===== config.mk =====
export PLATFORM = sky130hd
export DESIGN_NAME = shelf_rs
export DESIGN_NICKNAME = d
export VERILOG_FILES = /design/src/rtl/rs_pkg.sv /design/src/rtl/rs_slot.sv /design/src/rtl/rs_pick.sv /design/src/rtl/rs_freefind.sv /design/src/rtl/shelf_rs.sv
export SDC_FILE = /design/constraint.sdc
export NUM_CORES = 1
export LEC_CHECK = 0
export ABC_AREA = 1
export BUFFER_PORTS_ARGS = -buffer_cell sky130_fd_sc_hd__clkbuf_2
export CORE_ASPECT_RATIO = 1.1
export CORE_MARGIN = 2
export CORE_UTILIZATION = 53
export CTS_CLUSTER_DIAMETER = 80
export CTS_CLUSTER_SIZE = 30
export DETAILED_ROUTE_END_ITERATION = 6
export GPL_TIMING_DRIVEN = 0
export PLACE_DENSITY_LB_ADDON = 0.08
export SYNTH_ARGS = -nofsm -noshare
export SYNTH_HDL_FRONTEND = slang
export SYNTH_HIERARCHICAL = 1
export SYNTH_SLANG_ARGS = --single-unit

===== constraint.sdc =====
create_clock -name clk -period 6.7 [get_ports clk]
set_input_delay 0.335 -clock clk [delete_from_list [all_inputs] [get_ports clk]]
set_output_delay 0.335 -clock clk [all_outputs]
set_load 0.02 [all_outputs]

===== src/rtl/rs_pkg.sv =====
`timescale 1ns/1ps
package rs_pkg;
  typedef enum logic {BYPASS_OFF = 1'b0, BYPASS_ON = 1'b1} bypass_e;
endpackage


===== src/rtl/rs_slot.sv =====
`timescale 1ns/1ps
module rs_slot #(
  parameter int OPC_W  = 6,
  parameter int DATA_W = 32,
  parameter int TAG_W  = 5,
  parameter int AGE_W  = 2
) (
  input  logic              clk,
  input  logic              rst_n,
  input  logic              wr_en,
  input  logic [OPC_W-1:0]  wr_opc,
  input  logic              wr_a_ok,
  input  logic [DATA_W-1:0] wr_a,
  input  logic              wr_b_ok,
  input  logic [DATA_W-1:0] wr_b,
  input  logic [TAG_W-1:0]  wr_dst,
  input  logic [AGE_W-1:0]  wr_age,
  input  logic              bc_valid,
  input  logic [TAG_W-1:0]  bc_tag,
  input  logic [DATA_W-1:0] bc_data,
  input  logic              take,
  input  logic              age_dec,
  output logic              busy,
  output logic              rdy,
  output logic [OPC_W-1:0]  opc,
  output logic [DATA_W-1:0] a,
  output logic [DATA_W-1:0] b,
  output logic [TAG_W-1:0]  dst,
  output logic [AGE_W-1:0]  age
);
  logic a_ok_q, b_ok_q;
  logic hit_a, hit_b;

  // compare only sources still waiting for a producer
  assign hit_a = busy && !a_ok_q && bc_valid && (bc_tag == a[TAG_W-1:0]);
  assign hit_b = busy && !b_ok_q && bc_valid && (bc_tag == b[TAG_W-1:0]);
  assign rdy   = busy && a_ok_q && b_ok_q;

  always_ff @(posedge clk) begin
    if (!rst_n) begin
      busy   <= 1'b0;
      a_ok_q <= 1'b0;
      b_ok_q <= 1'b0;
      opc    <= '0;
      a      <= '0;
      b      <= '0;
      dst    <= '0;
      age    <= '0;
    end else if (wr_en) begin
      busy   <= 1'b1;
      opc    <= wr_opc;
      a_ok_q <= wr_a_ok;
      a      <= wr_a;
      b_ok_q <= wr_b_ok;
      b      <= wr_b;
      dst    <= wr_dst;
      age    <= wr_age;
    end else begin
      if (take)    busy <= 1'b0;
      if (age_dec) age  <= age - 1'b1;
      if (hit_a) begin
        a      <= bc_data;
        a_ok_q <= 1'b1;
      end
      if (hit_b) begin
        b      <= bc_data;
        b_ok_q <= 1'b1;
      end
    end
  end
endmodule


===== src/rtl/rs_pick.sv =====
`timescale 1ns/1ps
module rs_pick #(
  parameter int DEPTH = 4,
  parameter int AGE_W = 2,
  localparam int IDX_W = $clog2(DEPTH)
) (
  input  logic [DEPTH-1:0]            rdy,
  input  logic [DEPTH-1:0][AGE_W-1:0] age,
  output logic                        found,
  output logic [IDX_W-1:0]            idx
);
  logic [AGE_W-1:0] best;

  always_comb begin
    found = 1'b0;
    idx   = '0;
    best  = '0;
    for (int i = 0; i < DEPTH; i++) begin
      if (rdy[i] && (!found || age[i] < best)) begin
        found = 1'b1;
        idx   = IDX_W'(i);
        best  = age[i];
      end
    end
  end
endmodule


===== src/rtl/rs_freefind.sv =====
`timescale 1ns/1ps
module rs_freefind #(
  parameter int DEPTH = 4,
  localparam int IDX_W = $clog2(DEPTH)
) (
  input  logic [DEPTH-1:0] busy,
  output logic             has_free,
  output logic [IDX_W-1:0] idx
);
  always_comb begin
    has_free = 1'b0;
    idx      = '0;
    for (int i = DEPTH - 1; i >= 0; i--) begin
      if (!busy[i]) begin
        has_free = 1'b1;
        idx      = IDX_W'(i);
      end
    end
  end
endmodule


===== src/rtl/shelf_rs.sv =====
`timescale 1ns/1ps
module shelf_rs
  import rs_pkg::*;
#(
  parameter int      DEPTH  = 4,
  parameter int      OPC_W  = 6,
  parameter int      DATA_W = 32,
  parameter int      TAG_W  = 5,
  parameter bypass_e BYPASS = BYPASS_ON
) (
  input  logic              clk,
  input  logic              rst_n,
  input  logic              iss_valid,
  output logic              iss_ready,
  input  logic [OPC_W-1:0]  iss_opc,
  input  logic              iss_a_ok,
  input  logic [DATA_W-1:0] iss_a,
  input  logic              iss_b_ok,
  input  logic [DATA_W-1:0] iss_b,
  input  logic [TAG_W-1:0]  iss_dst,
  input  logic              res_valid,
  input  logic [TAG_W-1:0]  res_tag,
  input  logic [DATA_W-1:0] res_data,
  output logic              dsp_valid,
  input  logic              dsp_ready,
  output logic [OPC_W-1:0]  dsp_opc,
  output logic [DATA_W-1:0] dsp_a,
  output logic [DATA_W-1:0] dsp_b,
  output logic [TAG_W-1:0]  dsp_dst
);
  localparam int IDX_W = $clog2(DEPTH);
  localparam int AGE_W = IDX_W;
  localparam int CNT_W = $clog2(DEPTH + 1);

  logic [DEPTH-1:0]             slot_busy, slot_rdy;
  logic [DEPTH-1:0][OPC_W-1:0]  slot_opc;
  logic [DEPTH-1:0][DATA_W-1:0] slot_a, slot_b;
  logic [DEPTH-1:0][TAG_W-1:0]  slot_dst;
  logic [DEPTH-1:0][AGE_W-1:0]  slot_age;

  logic              fwd_a, fwd_b, in_a_ok, in_b_ok;
  logic [DATA_W-1:0] in_a, in_b;
  logic              has_free, found, byp_cand, byp_take, st_fire, alloc;
  logic [IDX_W-1:0]  free_idx, pick_idx;
  logic [CNT_W-1:0]  occ, age_calc;
  logic [AGE_W-1:0]  new_age, sel_age;

  // same-cycle forwarding of a broadcast into the issuing instruction
  assign fwd_a   = !iss_a_ok && res_valid && (res_tag == iss_a[TAG_W-1:0]);
  assign fwd_b   = !iss_b_ok && res_valid && (res_tag == iss_b[TAG_W-1:0]);
  assign in_a_ok = iss_a_ok | fwd_a;
  assign in_b_ok = iss_b_ok | fwd_b;
  assign in_a    = fwd_a ? res_data : iss_a;
  assign in_b    = fwd_b ? res_data : iss_b;

  rs_freefind #(.DEPTH(DEPTH)) u_free (
    .busy(slot_busy), .has_free(has_free), .idx(free_idx)
  );

  rs_pick #(.DEPTH(DEPTH), .AGE_W(AGE_W)) u_pick (
    .rdy(slot_rdy), .age(slot_age), .found(found), .idx(pick_idx)
  );

  always_comb begin
    occ = '0;
    for (int i = 0; i < DEPTH; i++) occ = occ + CNT_W'(slot_busy[i]);
  end

  generate
    if (BYPASS == BYPASS_ON) begin : g_byp
      assign byp_cand = iss_valid && (slot_busy == '0) && in_a_ok && in_b_ok;
    end else begin : g_nobyp
      assign byp_cand = 1'b0;
    end
  endgenerate

  assign iss_ready = has_free;
  assign byp_take  = byp_cand && dsp_ready;
  assign st_fire   = found && dsp_ready;
  assign alloc     = iss_valid && has_free && !byp_take;
  assign age_calc  = occ - CNT_W'(st_fire);
  assign new_age   = age_calc[AGE_W-1:0];
  assign sel_age   = slot_age[pick_idx];

  assign dsp_valid = byp_cand | found;
  assign dsp_opc   = byp_cand ? iss_opc : slot_opc[pick_idx];
  assign dsp_a     = byp_cand ? in_a    : slot_a[pick_idx];
  assign dsp_b     = byp_cand ? in_b    : slot_b[pick_idx];
  assign dsp_dst   = byp_cand ? iss_dst : slot_dst[pick_idx];

  generate
    for (genvar g = 0; g < DEPTH; g++) begin : g_slot
      rs_slot #(.OPC_W(OPC_W), .DATA_W(DATA_W), .TAG_W(TAG_W), .AGE_W(AGE_W)) u_slot (
        .clk     (clk),
        .rst_n   (rst_n),
        .wr_en   (alloc && (free_idx == IDX_W'(g))),
        .wr_opc  (iss_opc),
        .wr_a_ok (in_a_ok),
        .wr_a    (in_a),
        .wr_b_ok (in_b_ok),
        .wr_b    (in_b),
        .wr_dst  (iss_dst),
        .wr_age  (new_age),
        .bc_valid(res_valid),
        .bc_tag  (res_tag),
        .bc_data (res_data),
        .take    (st_fire && (pick_idx == IDX_W'(g))),
        .age_dec (st_fire && slot_busy[g] && (slot_age[g] > sel_age)),
        .busy    (slot_busy[g]),
        .rdy     (slot_rdy[g]),
        .opc     (slot_opc[g]),
        .a       (slot_a[g]),
        .b       (slot_b[g]),
        .dst     (slot_dst[g]),
        .age     (slot_age[g])
      );
    end
  endgenerate
endmodule


==> reports/summary.md, run 1 <==
STA
• 159 MHz — maximum operating frequency
• 0 — number of setup violations in the final report
• 0 — Max Transition Viols Final
• 93.8% — Final period util
• 1.26 ns — slew at the pin with the worst max-slew slack
• 0 — endpoints failing hold
• 0 ns — Total Negative Setup Slacks
• 16.2% — remaining max-slew budget at the tightest pin
• no — setup repair after global routing missed its margin
• 6.28 ns — clock period minus final worst setup slack
• 0.0243 ns — clock skew after layout

Setup path
• 10 — largest fanout on the critical path
• sky130_fd_sc_hd__buf_1 — slowest stage cell on the critical path
• 0.67 ns — biggest cell delay along the critical path
• 5.95 ns — worst path arrival time
• register — kind of start point of the critical path
• 6.36 ns — required time reported for the critical path endpoint
• register to output pin — crit path kind
• output pin — Setup crit end kind
• 0.49 ns — reg-to-reg slack, setup
• sky130_fd_sc_hd__nand2_1 — cell type with the highest occurrence count on the critical path

Global route
• 147,000 µm — wire length of the first global-routing pass
• 31 — largest net degree at the start of global routing
• 23,738 — vias in the first global route
• 46.7% — global-route usage over all layers
• 0 — Congestion Overflow GR
• 1 — antenna violations before repair

Logic synthesis
• 21,700 µm² — synthesized area
• 29.6% — Yosys top cell area share
• 3,807 — cells after synthesis
• 12.1% — share of the synthesized area in compound gates (AO/OA/AOI/OAI)
• 5.69 µm² — Post-Syn Area per Cell
• 29.6% — fraction of the yosys area taken by sequential cells
• 0.901% — adder and majority gate portion of the synthesized area
• 0.243% — xor and xnor fraction of the mapped netlist area
• 42.9% — simple logic cell fraction of the synthesized area
• simple AND/OR/NAND/NOR gates — combinational family with the most area after synthesis
• sky130_fd_sc_hd__dfxtp_1 — leading area contributor after synthesis
• 6 — Yosys warnings
• 32 — number of unique standard cell types used by synthesis
• sky130_fd_sc_hd__dfxtp_1 30%, sky130_fd_sc_hd__nand2_1 25%, sky130_fd_sc_hd__nand3_1 10% — largest cells by area after synthesis
• 320 — flip-flop and latch count after synthesis
• 0% — share of synthesized area spent on multiplexers
• 3,941 — post-synth net total

Layout
• 11.5% — Area growth, synth to finish
• 24,200 µm² — final cell area excluding filler cells
• 11.1% — proportion of layout cells with a drive suffix above 1
• 0 — number of diodes added for antenna fixing
• 1,463 x sky130_fd_sc_hd__nand2_1, 436 x sky130_fd_sc_hd__nand3_1, 407 x sky130_fd_sc_hd__nor2_1, 373 x sky130_fd_sc_hd__inv_1, 319 x sky130_fd_sc_hd__dfxtp_1 — most frequent cells in the layout
• 4,159 — net count reported at finish
• sky130_fd_sc_hd__nand2_1 — most frequent standard cell in the layout excluding fill and tap cells
• 4,254 — filler cell count

Floorplanning
• 197 µm — die extent in x
• 40,300 µm² — core box area
• 42,500 µm² — Die Area
• 196 — number of top-level pins
• 53.8% — effective utilization at floorplan
• 77 — total number of placement rows
• 216 µm — die outline height

Run
• 0 — max cap viols

Drt
• 0 — Post-route DRC
• 26,611 — count of vias placed by the detailed router
• 3,578 — violation count after the first detailed-route iteration
• 6 — iteration count of the initial detailed-routing pass
• 5.84 — detail-routed via count per cell
• 0 — Post-DRT Antenna Nets
• 22.3 µm — average wire per cell in the routed design
• 40,900 µm — Detail Route met2 WL
• met5 — uppermost routed layer
• 15,200 µm — total met3 wirelength after detailed routing
• 37,400 µm — routed length on met1
• 102,000 µm — Total Routed Length

Clock network
• 320 — CTS sink cnt
• 22 — CTS Buf Count
• 0.12 ns — CTS clk-pin slew, worst paths
• built — CTS tree
• 0.60 ns — insertion delay to the later sink of the worst-skew pair
• 0 — setup bufs post-CTS
• 3 — Max Root-Sink Buffers
• 1 — H-tree depth
• sky130_fd_sc_hd__clkbuf_16 — clock root cell

Power and ir drop
• 0.000200 V — peak supply drop
• 201 nW/µm² — areal power density over the cells
• 4860 µW — Power Total
• 0.0131 µW — leakage component of the power

Worst hold path
• input port to register — class of the most critical hold timing path

Status
• complete, no violations — outcome

Place
• 1.02 — GPL Wtd Cong
• 23,300 µm² — Cell Area, Placed
• 73,000 µm — detailed placement HPWL
• 194 — I/O Buffers

[metrics by stage]
stage	hold slack, ns	utilization, %	std cells	setup WS (ns)
after floorplan	0.463	-	3807	1.72
after global placement	0.478	57.8	4514	0.230
after detailed placement	0.482	57.8	4514	0.222
after CTS	0.0343	59.9	4554	0.160
after global routing	0.0360	60.0	4554	0.0804
final	0.0179	60.0	4554	0.417
[what timing repair did]
item | in CTS | in global routing
hold buffers | 0 | 0
setup endpoints to repair | 0 | 61
gates resized for setup | 0 | 11
[cells by family after synthesis]
family	Yosys count
buffers and inverters	666
DFF	320
adders and majority gates	15
and+or+nand+nor	2321
AOI/OAI and AO/OA	479
xor gates and xnor gates	6
[layer usage]
layer  track usage, %  up-vias
li1                 -    12342
met1             59.3    11721
met2             66.5     2072
met3             14.9      474
met4             33.7        2
met5                0        -
[where the power goes]
group          switching, µW  internal [µW]
Sequential              61.2           2000
Clock                    892            767
Combinational            792            345
Total                   1750           3110
[critical path, delay by kind of cell, from the launching register on]
family	cells	cell delay (ns)
AO/OA/AOI/OAI	3	0.63
adder cells (fa/ha/maj)	3	0.84
buffers and inverters	4	1.48
flip-flops	1	0.48
AND/OR/NAND/NOR	20	1.90
[cells in the mapped netlist]
cell type,count
sky130_fd_sc_hd__nand2_1,1463
sky130_fd_sc_hd__nand3_1,436
sky130_fd_sc_hd__nor2_1,409
sky130_fd_sc_hd__inv_1,373
sky130_fd_sc_hd__dfxtp_1,320
sky130_fd_sc_hd__a21oi_1,273
sky130_fd_sc_hd__buf_2,117
sky130_fd_sc_hd__clkbuf_1,83
sky130_fd_sc_hd__o21ai_0,79
sky130_fd_sc_hd__a22oi_1,76
sky130_fd_sc_hd__buf_6,54
sky130_fd_sc_hd__o21ai_1,40
sky130_fd_sc_hd__inv_2,19
sky130_fd_sc_hd__ha_1,14
sky130_fd_sc_hd__buf_1,10
sky130_fd_sc_hd__buf_4,9
sky130_fd_sc_hd__xor2_1,5
sky130_fd_sc_hd__nand2_2,4
sky130_fd_sc_hd__nand3_2,4
sky130_fd_sc_hd__o211ai_1,4
sky130_fd_sc_hd__a2111oi_0,2
sky130_fd_sc_hd__nor3_1,2
sky130_fd_sc_hd__or2_2,2
sky130_fd_sc_hd__a211oi_1,1
sky130_fd_sc_hd__a21boi_2,1
sky130_fd_sc_hd__a221oi_1,1
sky130_fd_sc_hd__a22o_1,1
sky130_fd_sc_hd__clkbuf_2,1
sky130_fd_sc_hd__fa_1,1
sky130_fd_sc_hd__nand4_1,1
sky130_fd_sc_hd__o221ai_1,1
sky130_fd_sc_hd__xnor2_1,1
[path summary, 6_finish.rpt]
path | from | endpoint | depth (start not counted)
worst min-delay path | iss_dst[4] | g_slot[2].u_slot/dst[4]$_SDFFE_PN0P_ | 3
worst min register to register | g_slot[3].u_slot/opc[4]$_SDFFE_PN0P_ | g_slot[3].u_slot/opc[4]$_SDFFE_PN0P_ | 2
worst max register to register | g_slot[0].u_slot/busy$_SDFFE_PN0P_ | g_slot[3].u_slot/age[1]$_SDFFE_PN0P_ | 32
worst max-delay path | g_slot[0].u_slot/busy$_SDFFE_PN0P_ | dsp_b[12] | 30
[sequential cells by signal (all words and copies together), names as in the netlist]
signal and count:
g_slot.u_slot/dst 20, g_slot.u_slot/age 8, g_slot.u_slot/a_ok_q 4, g_slot.u_slot/busy 4, g_slot.u_slot/b 128, g_slot.u_slot/opc 24, g_slot.u_slot/a 128, g_slot.u_slot/b_ok_q 4
[cell type report]
type | instances | area [µm²] | share of cell area [%]
tap | 513 | 642 | 2.66
timing repair buffer | 194 | 971 | 4.02
multi-input combinational | 2821 | 12200 | 50.5
clock inverter | 17 | 279 | 1.15
sequential | 320 | 6410 | 26.5
inverter | 392 | 1470 | 6.09
buffer | 274 | 1620 | 6.70
clock buffer | 23 | 576 | 2.38
Power figures use the tool's default switching activity.
==> run 2: changes to the inputs <==
--- a/config.mk
+++ b/config.mk
@@ -9,7 +9,7 @@
 export BUFFER_PORTS_ARGS = -buffer_cell sky130_fd_sc_hd__clkbuf_2
 export CORE_ASPECT_RATIO = 1.1
 export CORE_MARGIN = 2
-export CORE_UTILIZATION = 53
+export CORE_UTILIZATION = 50
 export CTS_CLUSTER_DIAMETER = 80
 export CTS_CLUSTER_SIZE = 30
 export DETAILED_ROUTE_END_ITERATION = 6
==> reports/summary.md, run 2 (synthesized netlist as in run 1, its figures left out) <==
Power and ir drop
• 4730 µW — Power Total
• 0.000177 V — peak supply drop
• 0.0130 µW — leakage component of the power
• 196 nW/µm² — areal power density over the cells

STA
• no — setup repair after global routing missed its margin
• 159 MHz — maximum operating frequency
• 93.7% — Final period util
• 0 ns — Total Negative Setup Slacks
• 6.28 ns — clock period minus final worst setup slack
• 0 — number of setup violations in the final report
• 15.8% — remaining max-slew budget at the tightest pin
• 0 — Max Transition Viols Final
• 0 — endpoints failing hold
• 0.0392 ns — clock skew after layout
• 0.0560 ns — Post-Route Hold Slack
• 1.26 ns — slew at the pin with the worst max-slew slack
• 0.419 ns — PnR worst setup slack

Setup path
• register — kind of start point of the critical path
• sky130_fd_sc_hd__clkbuf_1 — slowest stage cell on the critical path
• output pin — Setup crit end kind
• register to output pin — crit path kind
• 0.76 ns — biggest cell delay along the critical path
• sky130_fd_sc_hd__nand2_1 — cell type with the highest occurrence count on the critical path
• 2 — buffers and inverters on the worst path
• simple AND/OR/NAND/NOR gates — crit-path leading delay family
• 6.36 ns — required time reported for the critical path endpoint
• 10 — largest fanout on the critical path
• g_slot[0].u_slot/busy$_SDFFE_PN0P_ — launching instance or port of the critical path
• g_slot[0].u_slot/busy$_SDFFE_PN0P_ — Reg-to-Reg Start
• 5.95 ns — worst path arrival time

Global route
• 3 — antenna violations before repair
• 28 — largest net degree at the start of global routing
• met2 — highest-utilization routing layer at the global route stage
• 11.2% — met3 Use GR
• 57.7% — met1 track demand over resource in global routing
• 23,433 — vias in the first global route
• 0 — Congestion Overflow GR
• 44.5% — global-route usage over all layers
• 149,000 µm — wire length of the first global-routing pass
• 67.1% — GR met2 Demand/Resource

Place
• 76,100 µm — detailed placement HPWL
• 194 — I/O Buffers
• 1.02 — GPL Wtd Cong
• -0.103 ns — worst slack at placement

Floorplanning
• 196 — number of top-level pins
• 45,000 µm² — Die Area
• 80 — total number of placement rows
• 43,000 µm² — core box area
• 50.3% — effective utilization at floorplan
• 202 µm — die extent in x
• 222 µm — die outline height

Drt
• 26,401 — count of vias placed by the detailed router
• 5.72 — detail-routed via count per cell
• 0 — Post-DRT Antenna Nets
• 22.5 µm — average wire per cell in the routed design
• 3,792 — violation count after the first detailed-route iteration
• 104,000 µm — Total Routed Length
• 0 — Post-route DRC
• 7 — iteration count of the initial detailed-routing pass

Clock network
• 1 — H-tree depth
• 21 — CTS Buf Count
• 320 — CTS sink cnt
• 0.59 ns — insertion delay to the later sink of the worst-skew pair
• sky130_fd_sc_hd__clkbuf_16 — clock root cell
• 0 — setup bufs post-CTS
• 3 — Max Root-Sink Buffers
• built — CTS tree
• 0 — number of hold-repair buffers added at the cts stage
• 0.10 ns — CTS clk-pin slew, worst paths

Layout
• 4,158 — net count reported at finish
• 11.0% — proportion of layout cells with a drive suffix above 1
• 1,463 x sky130_fd_sc_hd__nand2_1, 436 x sky130_fd_sc_hd__nand3_1, 407 x sky130_fd_sc_hd__nor2_1, 373 x sky130_fd_sc_hd__inv_1, 320 x sky130_fd_sc_hd__dfxtp_1 — most frequent cells in the layout
• sky130_fd_sc_hd__nand2_1 — most frequent standard cell in the layout excluding fill and tap cells
• g_slot.u_slot/a x128, g_slot.u_slot/b x128, g_slot.u_slot/opc x24 — largest registers ranked by flip-flop count
• 4,700 — filler cell count
• 11.4% — Area growth, synth to finish

Worst hold path
• input port to register — class of the most critical hold timing path
• iss_dst[3] — beginning of the worst hold path

Run
• 0 — max cap viols

Status
• complete, no violations — outcome

## run 2: timing repair
| item | CTS | global route |
|---|---|---|
| cloned | 0 | 0 |
| endpoints found under the setup margin | 4 | 8 |
| gates resized for setup | 1 | 11 |
## run 2: worst paths after layout
kind | to | slack [ns] | cells after the start
max | dsp_b[0] | 0.42 | 29
min | g_slot[0].u_slot/dst[3]$_SDFFE_PN0P_ | 0.06 | 3
max reg2reg | g_slot[2].u_slot/age[1]$_SDFFE_PN0P_ | 0.46 | 32
min reg2reg | g_slot[2].u_slot/dst[3]$_SDFFE_PN0P_ | 0.51 | 2
## run 2: final cells by class
cell class | count | area [µm²] | share of cell area (%)
Multi-Input combinational cell | 2821 | 12200 | 50.6
Sequential cell | 320 | 6410 | 26.5
Buffer | 274 | 1620 | 6.71
Inverter | 392 | 1470 | 6.09
Timing Repair Buffer | 194 | 971 | 4.02
Tap cell | 574 | 718 | 2.97
Clock buffer | 23 | 543 | 2.25
Clock inverter | 13 | 201 | 0.834
Antenna cell | 3 | 7.51 | 0.0311
## run 2: layer usage
layer,vias up,routed length (µm)
met5,-,12
met4,2,6700
met3,395,14100
met2,1861,43700
met1,11814,39300
li1,12329,-
## run 2: power by group
part / leakage (µW) / internal, µW / switching (µW)
clock: 0.000354 / 703 / 839
combinational: 0.0101 / 345 / 786
sequential: 0.00261 / 2000 / 59.9
## run 2: worst min-delay path, cell delays in order
cell,delay [ns]
sky130_fd_sc_hd__clkbuf_2,0.13
sky130_fd_sc_hd__nor2_1,0.06
sky130_fd_sc_hd__nor2_1,0.08
## run 2: metrics by stage
stage	instance area, µm²	utilization [%]	cells
after global routing	24100	56.1	4612
final	24100	56.1	4614
after floorplan	21700	-	3807
after CTS	24100	56.0	4611
after detailed placement	23400	54.3	4575
after global placement	23400	54.3	4575
